$ cat src/rtl/sdclk_pkg.sv
package sdclk_pkg;
  parameter int PRE_W = 8;
  parameter int DVS_W = 4;
  localparam int RATIO_W = PRE_W + DVS_W + 1;

  typedef struct packed {
    logic run;        // card clock gate open
    logic restart;    // restart the period counter
    logic initStart;  // load the idle burst counter
  } clkStrb_t;

  // total ratio of a prescaler/divider pair
  function automatic logic [RATIO_W-1:0] ratioOf(logic [PRE_W-1:0] p, logic [DVS_W-1:0] d);
    logic [RATIO_W-1:0] r;
    int sh;
    sh = 0;
    for (int k = 0; k < PRE_W; k++) begin
      if (p[k]) sh = k + 1;
    end
    r = RATIO_W'(d) + RATIO_W'(1);
    return r << sh;
  endfunction
endpackage

$ cat src/rtl/sdclk_divmap.sv
module sdclk_divmap
  import sdclk_pkg::*;
#(
  parameter int DIV_W = 16
) (
  input  logic [DIV_W-1:0] reqDiv,
  output logic [PRE_W-1:0] mapPresc,
  output logic [DVS_W-1:0] mapDvs
);
  localparam int ODD_MAX  = 1 << DVS_W;
  localparam int EVEN_MAX = 2 * ODD_MAX;
  localparam int SAT_MIN  = 1 << (PRE_W + DVS_W);

  int msb;
  int sh;
  logic [DIV_W-1:0] topBits;
  logic [DIV_W-1:0] dropBits;

  always_comb begin
    mapPresc = '0;
    mapDvs   = '0;
    topBits  = '0;
    dropBits = '0;
    msb = 0;
    for (int i = 0; i < DIV_W; i++) begin
      if (reqDiv[i]) msb = i;
    end
    sh = msb - (DVS_W - 1);
    if (reqDiv <= DIV_W'(1)) begin
      mapPresc = '0;
      mapDvs   = '0;
    end else if (reqDiv <= DIV_W'(ODD_MAX) && reqDiv[0]) begin
      mapDvs = DVS_W'(reqDiv - DIV_W'(1));
    end else if (reqDiv <= DIV_W'(EVEN_MAX) && !reqDiv[0]) begin
      mapPresc = PRE_W'(1);
      mapDvs   = DVS_W'((reqDiv >> 1) - DIV_W'(1));
    end else if (reqDiv >= DIV_W'(SAT_MIN)) begin
      mapPresc = PRE_W'(1) << (PRE_W - 1);
      mapDvs   = '1;
    end else begin
      topBits  = reqDiv >> sh;
      dropBits = reqDiv & DIV_W'((1 << sh) - 1);
      mapDvs   = DVS_W'(topBits - ((dropBits != '0) ? DIV_W'(0) : DIV_W'(1)));
      mapPresc = PRE_W'(1) << (sh - 1);
    end
  end
endmodule

$ cat src/rtl/sdclk_ctrl.sv
module sdclk_ctrl
  import sdclk_pkg::*;
#(
  parameter int SEL_W   = 4,
  parameter int STB_DLY = 4
) (
  input  logic               clk,
  input  logic               rst_n,
  input  logic               cfgLoad,
  input  logic [PRE_W-1:0]   mapPresc,
  input  logic [DVS_W-1:0]   mapDvs,
  input  logic [SEL_W-1:0]   selIn,
  input  logic               clkEn,
  input  logic               initReq,
  input  logic               initBusy,
  input  logic               periodEnd,
  output clkStrb_t           strb,
  output logic [PRE_W-1:0]   actPresc,
  output logic [DVS_W-1:0]   actDvs,
  output logic [SEL_W-1:0]   actSel,
  output logic [RATIO_W-1:0] ratio,
  output logic [RATIO_W-1:0] hiLen,
  output logic               stable
);
  localparam int STB_W = $clog2(STB_DLY + 1);

  logic             pendValid;
  logic [PRE_W-1:0] pendPresc;
  logic [DVS_W-1:0] pendDvs;
  logic [SEL_W-1:0] pendSel;
  logic             running;
  logic [STB_W-1:0] stbCnt;
  logic             applyNow;
  logic             gateOn;
  logic             gateOff;

  assign stable   = (stbCnt == STB_W'(STB_DLY));
  assign applyNow = pendValid && (!running || periodEnd);
  assign gateOn   = !running && !pendValid && clkEn && stable;
  assign gateOff  = running && !clkEn && periodEnd;
  assign ratio    = ratioOf(actPresc, actDvs);
  assign hiLen    = (ratio + RATIO_W'(1)) >> 1;

  assign strb.run       = running;
  assign strb.restart   = applyNow || gateOn;
  assign strb.initStart = initReq && !initBusy;

  always_ff @(posedge clk or negedge rst_n) begin
    if (!rst_n) begin
      pendValid <= 1'b0;
      pendPresc <= '0;
      pendDvs   <= '0;
      pendSel   <= '0;
      actPresc  <= '0;
      actDvs    <= '0;
      actSel    <= '0;
      running   <= 1'b0;
      stbCnt    <= '0;
    end else begin
      if (applyNow) begin
        actPresc <= pendPresc;
        actDvs   <= pendDvs;
        actSel   <= pendSel;
        running  <= 1'b0;
        stbCnt   <= '0;
      end else if (gateOn) begin
        running <= 1'b1;
        stbCnt  <= '0;
      end else begin
        if (gateOff) running <= 1'b0;
        if (!stable) stbCnt <= stbCnt + STB_W'(1);
      end
      if (cfgLoad) begin
        pendValid <= 1'b1;
        pendPresc <= mapPresc;
        pendDvs   <= mapDvs;
        pendSel   <= selIn;
      end else if (applyNow) begin
        pendValid <= 1'b0;
      end
    end
  end

  AST_STB_DROP: assert property (@(posedge clk) disable iff (!rst_n)
    (applyNow || gateOn) |=> !stable) else $error("stable not cleared on change");
  AST_RUN_AFTER_STABLE: assert property (@(posedge clk) disable iff (!rst_n)
    $rose(running) |-> $past(stable)) else $error("gate opened before settling");
  AST_PRESC_ONEHOT: assert property (@(posedge clk) disable iff (!rst_n)
    $onehot0(actPresc)) else $error("prescaler field not one-hot");
endmodule

$ cat src/rtl/sdclk_datapath.sv
module sdclk_datapath
  import sdclk_pkg::*;
#(
  parameter int SEL_W       = 4,
  parameter int TOUT_BASE   = 13,
  parameter int INIT_CYCLES = 80
) (
  input  logic               clk,
  input  logic               rst_n,
  input  clkStrb_t           strb,
  input  logic [RATIO_W-1:0] ratio,
  input  logic [RATIO_W-1:0] hiLen,
  input  logic [SEL_W-1:0]   toutSel,
  input  logic               toutRun,
  output logic               sdClk,
  output logic               periodEnd,
  output logic               initBusy,
  output logic               toutHit
);
  localparam int INIT_W = $clog2(INIT_CYCLES + 1);
  localparam int TOUT_W = TOUT_BASE + (1 << SEL_W);

  logic [RATIO_W-1:0] cnt;
  logic [INIT_W-1:0]  initLeft;
  logic [TOUT_W-1:0]  toutCnt;
  logic [TOUT_W-1:0]  toutLimit;
  logic               tick;
  logic               lastPhase;

  assign lastPhase = (cnt == ratio - RATIO_W'(1));
  assign tick      = strb.run && (cnt == '0);
  assign periodEnd = strb.run && lastPhase;
  assign initBusy  = (initLeft != '0);
  assign toutLimit = TOUT_W'(1) << (TOUT_BASE + int'(toutSel));

  always_ff @(posedge clk or negedge rst_n) begin
    if (!rst_n) begin
      cnt   <= '0;
      sdClk <= 1'b0;
    end else begin
      if (!strb.run || strb.restart || lastPhase) cnt <= '0;
      else cnt <= cnt + RATIO_W'(1);
      sdClk <= strb.run && (cnt < hiLen);
    end
  end

  always_ff @(posedge clk or negedge rst_n) begin
    if (!rst_n) begin
      initLeft <= '0;
    end else if (strb.initStart) begin
      initLeft <= INIT_W'(INIT_CYCLES);
    end else if (tick && initBusy) begin
      initLeft <= initLeft - INIT_W'(1);
    end
  end

  always_ff @(posedge clk or negedge rst_n) begin
    if (!rst_n) begin
      toutCnt <= '0;
      toutHit <= 1'b0;
    end else if (!toutRun) begin
      toutCnt <= '0;
      toutHit <= 1'b0;
    end else if (tick && !toutHit) begin
      toutCnt <= toutCnt + TOUT_W'(1);
      if (toutCnt + TOUT_W'(1) == toutLimit) toutHit <= 1'b1;
    end
  end

  AST_GATE_LOW: assert property (@(posedge clk) disable iff (!rst_n)
    !strb.run |=> !sdClk) else $error("clock active while gated");
  AST_LOW_AT_END: assert property (@(posedge clk) disable iff (!rst_n)
    (periodEnd && ratio > RATIO_W'(1)) |=> !sdClk) else $error("period does not end low");
  AST_INIT_BOUND: assert property (@(posedge clk) disable iff (!rst_n)
    initLeft <= INIT_W'(INIT_CYCLES)) else $error("idle burst count overrun");
  AST_TOUT_HOLD: assert property (@(posedge clk) disable iff (!rst_n)
    (toutHit && toutRun) |=> toutHit) else $error("timeout flag dropped");
endmodule

$ cat src/rtl/sd_clk_gen.sv
module sd_clk_gen
  import sdclk_pkg::*;
#(
  parameter int DIV_W       = 16,
  parameter int SEL_W       = 4,
  parameter int TOUT_BASE   = 13,
  parameter int STB_DLY     = 4,
  parameter int INIT_CYCLES = 80
) (
  input  logic             clk,
  input  logic             rst_n,
  input  logic             cfgLoad,
  input  logic [DIV_W-1:0] reqDiv,
  input  logic [SEL_W-1:0] toutSel,
  input  logic             clkEn,
  input  logic             initReq,
  input  logic             toutRun,
  output logic             sdClk,
  output logic             clkStable,
  output logic [PRE_W-1:0] curPresc,
  output logic [DVS_W-1:0] curDvs,
  output logic             initBusy,
  output logic             toutHit
);
  localparam int SAT_MIN = 1 << (PRE_W + DVS_W);

  clkStrb_t           strb;
  logic [PRE_W-1:0]   mapPresc;
  logic [DVS_W-1:0]   mapDvs;
  logic [SEL_W-1:0]   actSel;
  logic [RATIO_W-1:0] ratio;
  logic [RATIO_W-1:0] hiLen;
  logic               periodEnd;

  sdclk_divmap #(.DIV_W(DIV_W)) u_map (
    .reqDiv(reqDiv), .mapPresc(mapPresc), .mapDvs(mapDvs)
  );

  sdclk_ctrl #(.SEL_W(SEL_W), .STB_DLY(STB_DLY)) u_ctrl (
    .clk(clk), .rst_n(rst_n), .cfgLoad(cfgLoad),
    .mapPresc(mapPresc), .mapDvs(mapDvs), .selIn(toutSel),
    .clkEn(clkEn), .initReq(initReq), .initBusy(initBusy),
    .periodEnd(periodEnd), .strb(strb),
    .actPresc(curPresc), .actDvs(curDvs), .actSel(actSel),
    .ratio(ratio), .hiLen(hiLen), .stable(clkStable)
  );

  sdclk_datapath #(.SEL_W(SEL_W), .TOUT_BASE(TOUT_BASE), .INIT_CYCLES(INIT_CYCLES)) u_dp (
    .clk(clk), .rst_n(rst_n), .strb(strb), .ratio(ratio), .hiLen(hiLen),
    .toutSel(actSel), .toutRun(toutRun), .sdClk(sdClk),
    .periodEnd(periodEnd), .initBusy(initBusy), .toutHit(toutHit)
  );

  AST_ROUND_UP: assert property (@(posedge clk) disable iff (!rst_n)
    (cfgLoad && int'(reqDiv) <= SAT_MIN) |-> int'(ratioOf(mapPresc, mapDvs)) >= int'(reqDiv))
    else $error("mapped ratio below request");
endmodule

$ cat config.mk
export PLATFORM = sky130hd
export DESIGN_NAME = sd_clk_gen
export DESIGN_NICKNAME = d
export VERILOG_FILES = /design/src/rtl/sdclk_pkg.sv /design/src/rtl/sdclk_divmap.sv /design/src/rtl/sdclk_ctrl.sv /design/src/rtl/sdclk_datapath.sv /design/src/rtl/sd_clk_gen.sv
export SDC_FILE = /design/constraint.sdc
export NUM_CORES = 1
export LEC_CHECK = 0
export BUFFER_PORTS_ARGS = -buffer_cell sky130_fd_sc_hd__buf_2
export CORE_MARGIN = 2
export CORE_UTILIZATION = 52
export CTS_CLUSTER_DIAMETER = 100
export CTS_CLUSTER_SIZE = 30
export DETAILED_ROUTE_END_ITERATION = 8
export PLACE_DENSITY = 0.72
export SYNTH_ARGS = -nofsm -noshare
export SYNTH_HDL_FRONTEND = slang
export SYNTH_HIERARCHICAL = 1
export SYNTH_SLANG_ARGS = --single-unit
$ cat constraint.sdc
create_clock -name clk -period 4.85 [get_ports clk]
set_clock_uncertainty 0.2 [all_clocks]
set_input_delay 0.97 -clock clk [delete_from_list [all_inputs] [get_ports clk]]
set_output_delay 0.97 -clock clk [all_outputs]
set_load 0.01 [all_outputs]
# == Word level (Yosys, flattened, before mapping) ==
# Index checks and enable logic that the tools add are counted.
# classes
n_eq_ne,6
addsub,14
reduce_logical,31
magnitude_cmp,5
n_bitwise,1
shift,5
mux,48
# ops
cell,count
32-bit 2-to-1 mux,21
29-bit 2-to-1 mux,2
8-bit 2-to-1 mux,4
"1-bit by 32-bit << shifter with 16-bit output, first input constant",1
"1-bit by 32-bit << shifter with 29-bit output, first input constant",1
"1-bit by 32-bit << shifter with 8-bit output, first input constant",1
13-bit by 32-bit << shifter with 13-bit output,1
16-bit by 32-bit right shift with 4-bit output,1
"32-bit by 2-bit subtractor with 32-bit output, second input constant",1
"32-bit by 3-bit subtractor with 32-bit output, second input constant",1
"29-bit by 1-bit adder with 29-bit output, second input constant",1
29-bit equality test,1
"13-bit by 1-bit adder with 13-bit output, second input constant",2
16-bit bitwise AND,1
"16-bit by 13-bit greater-or-equal comparator with 1-bit output, second input constant",1
"16-bit by 1-bit <= comparator with 1-bit output, second input constant",1
"16-bit by 5-bit <= comparator with 1-bit output, second input constant",1
"16-bit by 6-bit <= comparator with 1-bit output, second input constant",1
4-bit 2-to-1 mux,4
16-bit nonzero test,1
"16-bit by 2-bit subtractor with 16-bit output, second input constant",1
1-bit logical AND,14
7-bit 2-to-1 mux,2
13-bit equality test,1
other kinds (21),44
# totals
reg_bits,88
input_bits,26
wordCells,124
out_inout_bits,16

# == Longest topological paths before layout ==
# logic_depth
ltp_word,26
mapped_depth,33
mapped_depth_nobuf,27

# == Hierarchy ==
# Netlist, hierarchy kept.
# by_module_without_submodules
module,area_per_inst_um2,n_inst,cells_each,seq_area_each_um2
sdclk_datapath,4181.5,1,483,1276.2
sdclk_ctrl,2089.5,1,191,925.9
sdclk_divmap,1893.1,1,278,0.0

# == Least setup slack after synthesis ==
# Ideal clock, no wire load.
# synth_path
path_kind,input to register
start,input port reqDiv[2]
end,register u_ctrl.pendDvs[2]
setup_time_ns,0.125
slack_ns,-1.669
arrival_time_ns,6.194
n_path_buf,6
stages,30
required_ns,4.525
cell_sequence,clkbuf_1 -> inv_1 -> ha_1 -> nor2_1 -> o311ai_0 -> a211oi_1 -> inv_1 -> buf_2 -> buf_2 -> a21oi_1 -> ha_1 -> or3_1 -> a211oi_1 -> clkbuf_1 -> buf_2 -> nand3_1 -> ha_1 -> clkbuf_1 -> inv_1 -> a221oi_1 -> o21a_1 -> o221ai_1 -> o2111ai_1 -> nor3_2 -> ha_1 -> ha_1 -> or3_1 -> nand3_1 -> a22o_1 -> mux2_2
# synth_via
elab_chain_cells,25
word_cells_on_any_way,34
cone_classes,add/sub (5); order compare (4); shift (2); mux (19); bitwise (1); reduce/logical (3)
# synth_lines
item,line_no,text
from (decl),sd_clk_gen.sv:13,"input logic [DIV_W-1:0] reqDiv,"
32-bit 2-to-1 mux (14 in a row),sdclk_divmap.sv:26,if (reqDiv[i]) msb = i;
32-bit by 3-bit subtractor with 32-bit output,sdclk_divmap.sv:28,sh = msb - (DVS_W - 1);
1-bit by 32-bit << shifter with 16-bit output,sdclk_divmap.sv:42,dropBits = reqDiv & DIV_W'((1 << sh) - 1);
16-bit by 2-bit subtractor with 16-bit output,sdclk_divmap.sv:42,
16-bit bitwise AND,sdclk_divmap.sv:42,
16-bit nonzero test,sdclk_divmap.sv:43,mapDvs = DVS_W'(topBits - ((dropBits != '0) ? DIV_W'(0) : DIV_W'(1)));
1-bit 2-to-1 mux,sdclk_divmap.sv:43,
4-bit subtractor,sdclk_divmap.sv:43,
4-bit 2-to-1 mux,sdclk_divmap.sv:37,end else if (reqDiv >= DIV_W'(SAT_MIN)) begin
4-bit 2-to-1 mux,sdclk_divmap.sv:34,end else if (reqDiv <= DIV_W'(EVEN_MAX) && !reqDiv[0]) begin
4-bit 2-to-1 mux,sdclk_divmap.sv:32,end else if (reqDiv <= DIV_W'(ODD_MAX) && reqDiv[0]) begin
4-bit 2-to-1 mux *,sdclk_divmap.sv:29,if (reqDiv <= DIV_W'(1)) begin
named net mapDvs[2],sd_clk_gen.sv:29,logic [DVS_W-1:0] mapDvs;
to (signal assigned),sdclk_ctrl.sv:76,pendDvs <= mapDvs;
to (decl),sdclk_ctrl.sv:29,logic [DVS_W-1:0] pendDvs;
# The timed path passes the listed nets; every way through them passes the cells marked *.
# A chain may end at the register's enable or synchronous reset.

# == Final worst setup path ==
# layout_path
start,input port reqDiv[11]
end,register u_ctrl.pendDvs[1]
# layout_via
elab_chain_cells,16
word_cells_on_any_way,23
cone_classes,add/sub (3); order compare (4); shift (2); mux (10); bitwise (1); reduce/logical (3)
# layout_lines
item,line_no
32-bit 2-to-1 mux (5 in a row),sdclk_divmap.sv:26
32-bit by 3-bit subtractor with 32-bit output,sdclk_divmap.sv:28
1-bit by 32-bit << shifter with 16-bit output,sdclk_divmap.sv:42
16-bit by 2-bit subtractor with 16-bit output,sdclk_divmap.sv:42
16-bit bitwise AND,sdclk_divmap.sv:42
16-bit nonzero test,sdclk_divmap.sv:43
1-bit 2-to-1 mux,sdclk_divmap.sv:43
4-bit subtractor,sdclk_divmap.sv:43
4-bit 2-to-1 mux,sdclk_divmap.sv:37
4-bit 2-to-1 mux,sdclk_divmap.sv:34
4-bit 2-to-1 mux,sdclk_divmap.sv:32
4-bit 2-to-1 mux *,sdclk_divmap.sv:29
named net mapDvs[1],sd_clk_gen.sv:29
# Marked as above.

==> impl_metrics.yaml <==
worst_setup_path:
  arrival_ns: 5.06
  end_kind: "register"
  start_kind: "primary input"
  path_cells: "buf_6 -> or4_4 -> o21ai_4 -> buf_6 -> a21oi_2 -> ha_2 -> or3_4 -> a211oi_4 -> nand3_2 -> ha_4 -> buf_4 -> o211a_1 -> o211ai_1 -> nand3_1 -> nor3_2 -> ha_2 -> ha_4 -> nand2_4 -> nor2_4 -> a21oi_2 -> nor2_1 -> a211oi_2 -> mux2_4"
  slowest_delay_ns: 0.56
  reg2reg_from: "u_ctrl/actPresc[5]"
  slowest_stage: "or4_4"
  worst-path-max-fanout: 7
  ff2ff_path_depth: 18
  crit_start: "reqDiv[11]"
  critPathKind: "primary input to register"
  crit_family: "simple AND/OR/NAND/NOR gates"
  cp_num_buf_inv: 3
  cp.required_ns: 4.88
  rr_endpoint: "u_dp/cnt[11]"
  regToRegSetupSlack_ns: 0.21
yosys:
  syn_area_per_cell_um2: 8.58
  ys_warn_count: 6
  synthCells: 952
  synth_area_mm2: 0.00816
  synth_common_cells: "88 x dfrtp_1, 71 x nor2_1, 69 x nand2_1"
  ys_seq_area_frac: 0.270
  synth_ff_type: "dfrtp_1"
  synth_edf_count: 0
  ys_types: 99
  ys_ff_latch: 88
  synth_nets: 1011
  synth_most_common_cell: "dfrtp_1"
  async_flop_share: 1.00
  yosysTopAreaCell: "dfrtp_1"
  synth_area_leaders: "dfrtp_1 27%, xnor2_1 6.8%, mux2_2 5.1%"
  synth_top_area_frac: 0.270
sta:
  setup_viol: 4
  setup_ws_ns: -0.178
  whs_ns: 0.306
  finalHoldViolCount: 0
  finalWorstPathRequiredPeriod_ns: 5.03
  period_share: 1.04
  tightest_slew_ns: 0.891
  grt_setup_unrepaired: "yes"
  maxSlewViolCount: 0
  slew_headroom: 0.400
  fmax_mhz: 199
placed_design:
  gp_congestion: 0.954
  dp_hpwl_mm: 16.6
  io_buffers: 41
  pre_cts_slack_ns: -0.621
  dpl.cell_count: 1259
cells_and_area:
  post-route-util: 0.677
  drive_gt1_frac: 0.329
  area_delta_synth_final_pct: 26.5
  fin_cells: 1322
  antenna-diode-count: 0
  fin_nets: 1165
clocking:
  clkTransAtPathRegs_ns: 0.07
  cts_tree: "built"
  cts-root-buf: "clkbuf_16"
  cts_buffers: 9
  cts_max_level: 3
  cts_sinks: 88
  clockBufferDepth: 2
  clk_latency_ns: 0.35
run_status:
  status: "complete, but fails checks"
  violations: "negative setup slack"
detailed_routing:
  wl_per_cell_um: 18.0
  ant_nets: 0
  totalWireLength_mm: 23.8
  avgViaCountPerCell: 6.07
  drt-initial-drc-count: 776
  vias: 8027
  drc_errors: 0
  dr.pass1.iters: 7
die:
  core_area_mm2: 0.0153
  die_w_um: 129
  dieArea_mm2: 0.0167
  ios: 42
  initial_core_util: 0.535
  die_h_um: 129
  num_rows: 45
worst_hold_path:
  hold_class: "register to register"
  worstHoldPathCells: 1
  hold_end: "u_ctrl/actSel[1]"
  hold_start: "u_ctrl/pendSel[1]"
power:
  power.density_mw_per_mm2: 300
  ir_drop_mv: 0.211
  leakagePower_nw: 4.30
global_routing:
  overflow: 0
  grt_pass1_wl_mm: 37.8
  antenna_found_initial: 0
  grt_pass1_vias: 7560
  track_usage: 0.284
  grt_max_degree: 62
job:
  drv_cap: 0
## worst max-delay path by stage
stage	cells past startpoint	slack, ns	end
2_1_floorplan	30	-0.88	u_ctrl/pendDvs[3]
3_3_place_gp	25	-0.52	u_ctrl/pendDvs[3]
3_5_place_dp	28	-0.62	u_ctrl/pendDvs[1]
4_1_cts	24	-0.04	u_ctrl/pendDvs[1]
5_1_grt	24	-0.35	u_ctrl/pendDvs[1]
6_report	23	-0.18	u_ctrl/pendDvs[1]
## worst reg2reg max path, cell delays in order, from the launching register on
cell	delay [ns]
dfrtp_1	0.48
nor2_1	0.16
o21ai_2	0.10
a21oi_4	0.32
mux2_4	0.38
a2bb2o_4	0.23
a22o_1	0.27
or4_4	0.53
nor2_1	0.17
a31oi_1	0.10
o21ai_0	0.16
o21ai_1	0.12
a2111oi_4	0.38
and2_1	0.24
o21ai_2	0.08
o31ai_2	0.15
or3b_4	0.29
buf_4	0.14
nor2_4	0.03
## registers in the layout (all words and copies together), names as in the netlist, 3 cells and up
register	cells
u_ctrl/actDvs	4
u_ctrl/actPresc	8
u_ctrl/actSel	4
u_ctrl/pendDvs	4
u_ctrl/pendPresc	8
u_ctrl/pendSel	4
u_ctrl/stbCnt	3
u_dp/cnt	13
u_dp/initLeft	7
u_dp/toutCnt	29
## where the power goes
group / internal, W / switching [W] / total, W
sequential: 0.000828 / 0.000165 / 0.000993
combinational: 0.000645 / 0.000761 / 0.00141
clock: 0.000365 / 0.000333 / 0.000697
## timing repair
item / 4_1_cts / 5_1_grt
hold buffers: 0 / 0
cloned: 0 / 1
buffers inserted: 34 / 14
endpoints found under the setup margin: 3 / 29
gates resized for setup: 28 / 50
hold endpoints to repair: 0 / 0
pin swaps: 17 / 36
## area by class of cell
cell class | instances | area [µm²]
Sequential cell | 88 | 2200
Multi-Input combinational cell | 757 | 5870
Tap cell | 211 | 264
Clock buffer | 9 | 225
Clock inverter | 7 | 75.1
Timing Repair Buffer | 201 | 1500
Inverter | 49 | 194
Fill cell | 1192 | 4930
## cells by family (layout without fill, tap and decap cells)
| family | Yosys count | in the layout | synth area share |
|---|---|---|---|
| AO/OA/AOI/OAI | 193 | 193 | 0.178 |
| XOR/XNOR | 94 | 94 | 0.103 |
| adder cells (fa/ha/maj) | 33 | 33 | 0.0506 |
| buffers and inverters | 108 | 266 | 0.0604 |
| flip-flops | 88 | 88 | 0.270 |
| multiplexers | 44 | 44 | 0.0622 |
| other | 1 | 1 | 0.000459 |
| AND/OR/NAND/NOR | 391 | 392 | 0.276 |
## cell usage in the layout (no fill, tap or decap), drive strengths merged, types with 10 or more instances in the layout
| master | count |
|---|---|
| nor4 | 23 |
| a21oi | 31 |
| or3 | 13 |
| nor2 | 83 |
| o211ai | 11 |
| nor2b | 10 |
| a211oi | 11 |
| o21ai | 42 |
| a31oi | 11 |
| xnor2 | 64 |
| nand2 | 69 |
| mux2 | 38 |
| inv | 51 |
| ha | 33 |
| xor2 | 30 |
| dfrtp | 88 |
| nand2b | 13 |
| nor3 | 35 |
| nand4 | 18 |
| buf | 201 |
| nand3 | 50 |
| or4 | 10 |
| and2 | 31 |
## layer usage
layer  track usage  up-vias  share of wire
li1              -     3763              -
met1         0.390     3796           0.44
met2         0.432      377           0.45
met3        0.0632       91          0.076
met4         0.121        0          0.035
met5             0        -              0
## stage by stage
| stage | TNS [ns] | power [W] | instance area, µm² |
|---|---|---|---|
| after floorplan | -3.25 | 0.00192 | 8390 |
| after global placement | -1.79 | 0.00222 | 9340 |
| after detailed placement | -2.16 | 0.00225 | 9340 |
| after CTS | -0.0658 | 0.00299 | 10000 |
| after global routing | -1.48 | 0.00329 | 10300 |
| final | -0.457 | 0.00310 | 10300 |
(Power assumes the default switching activity.)
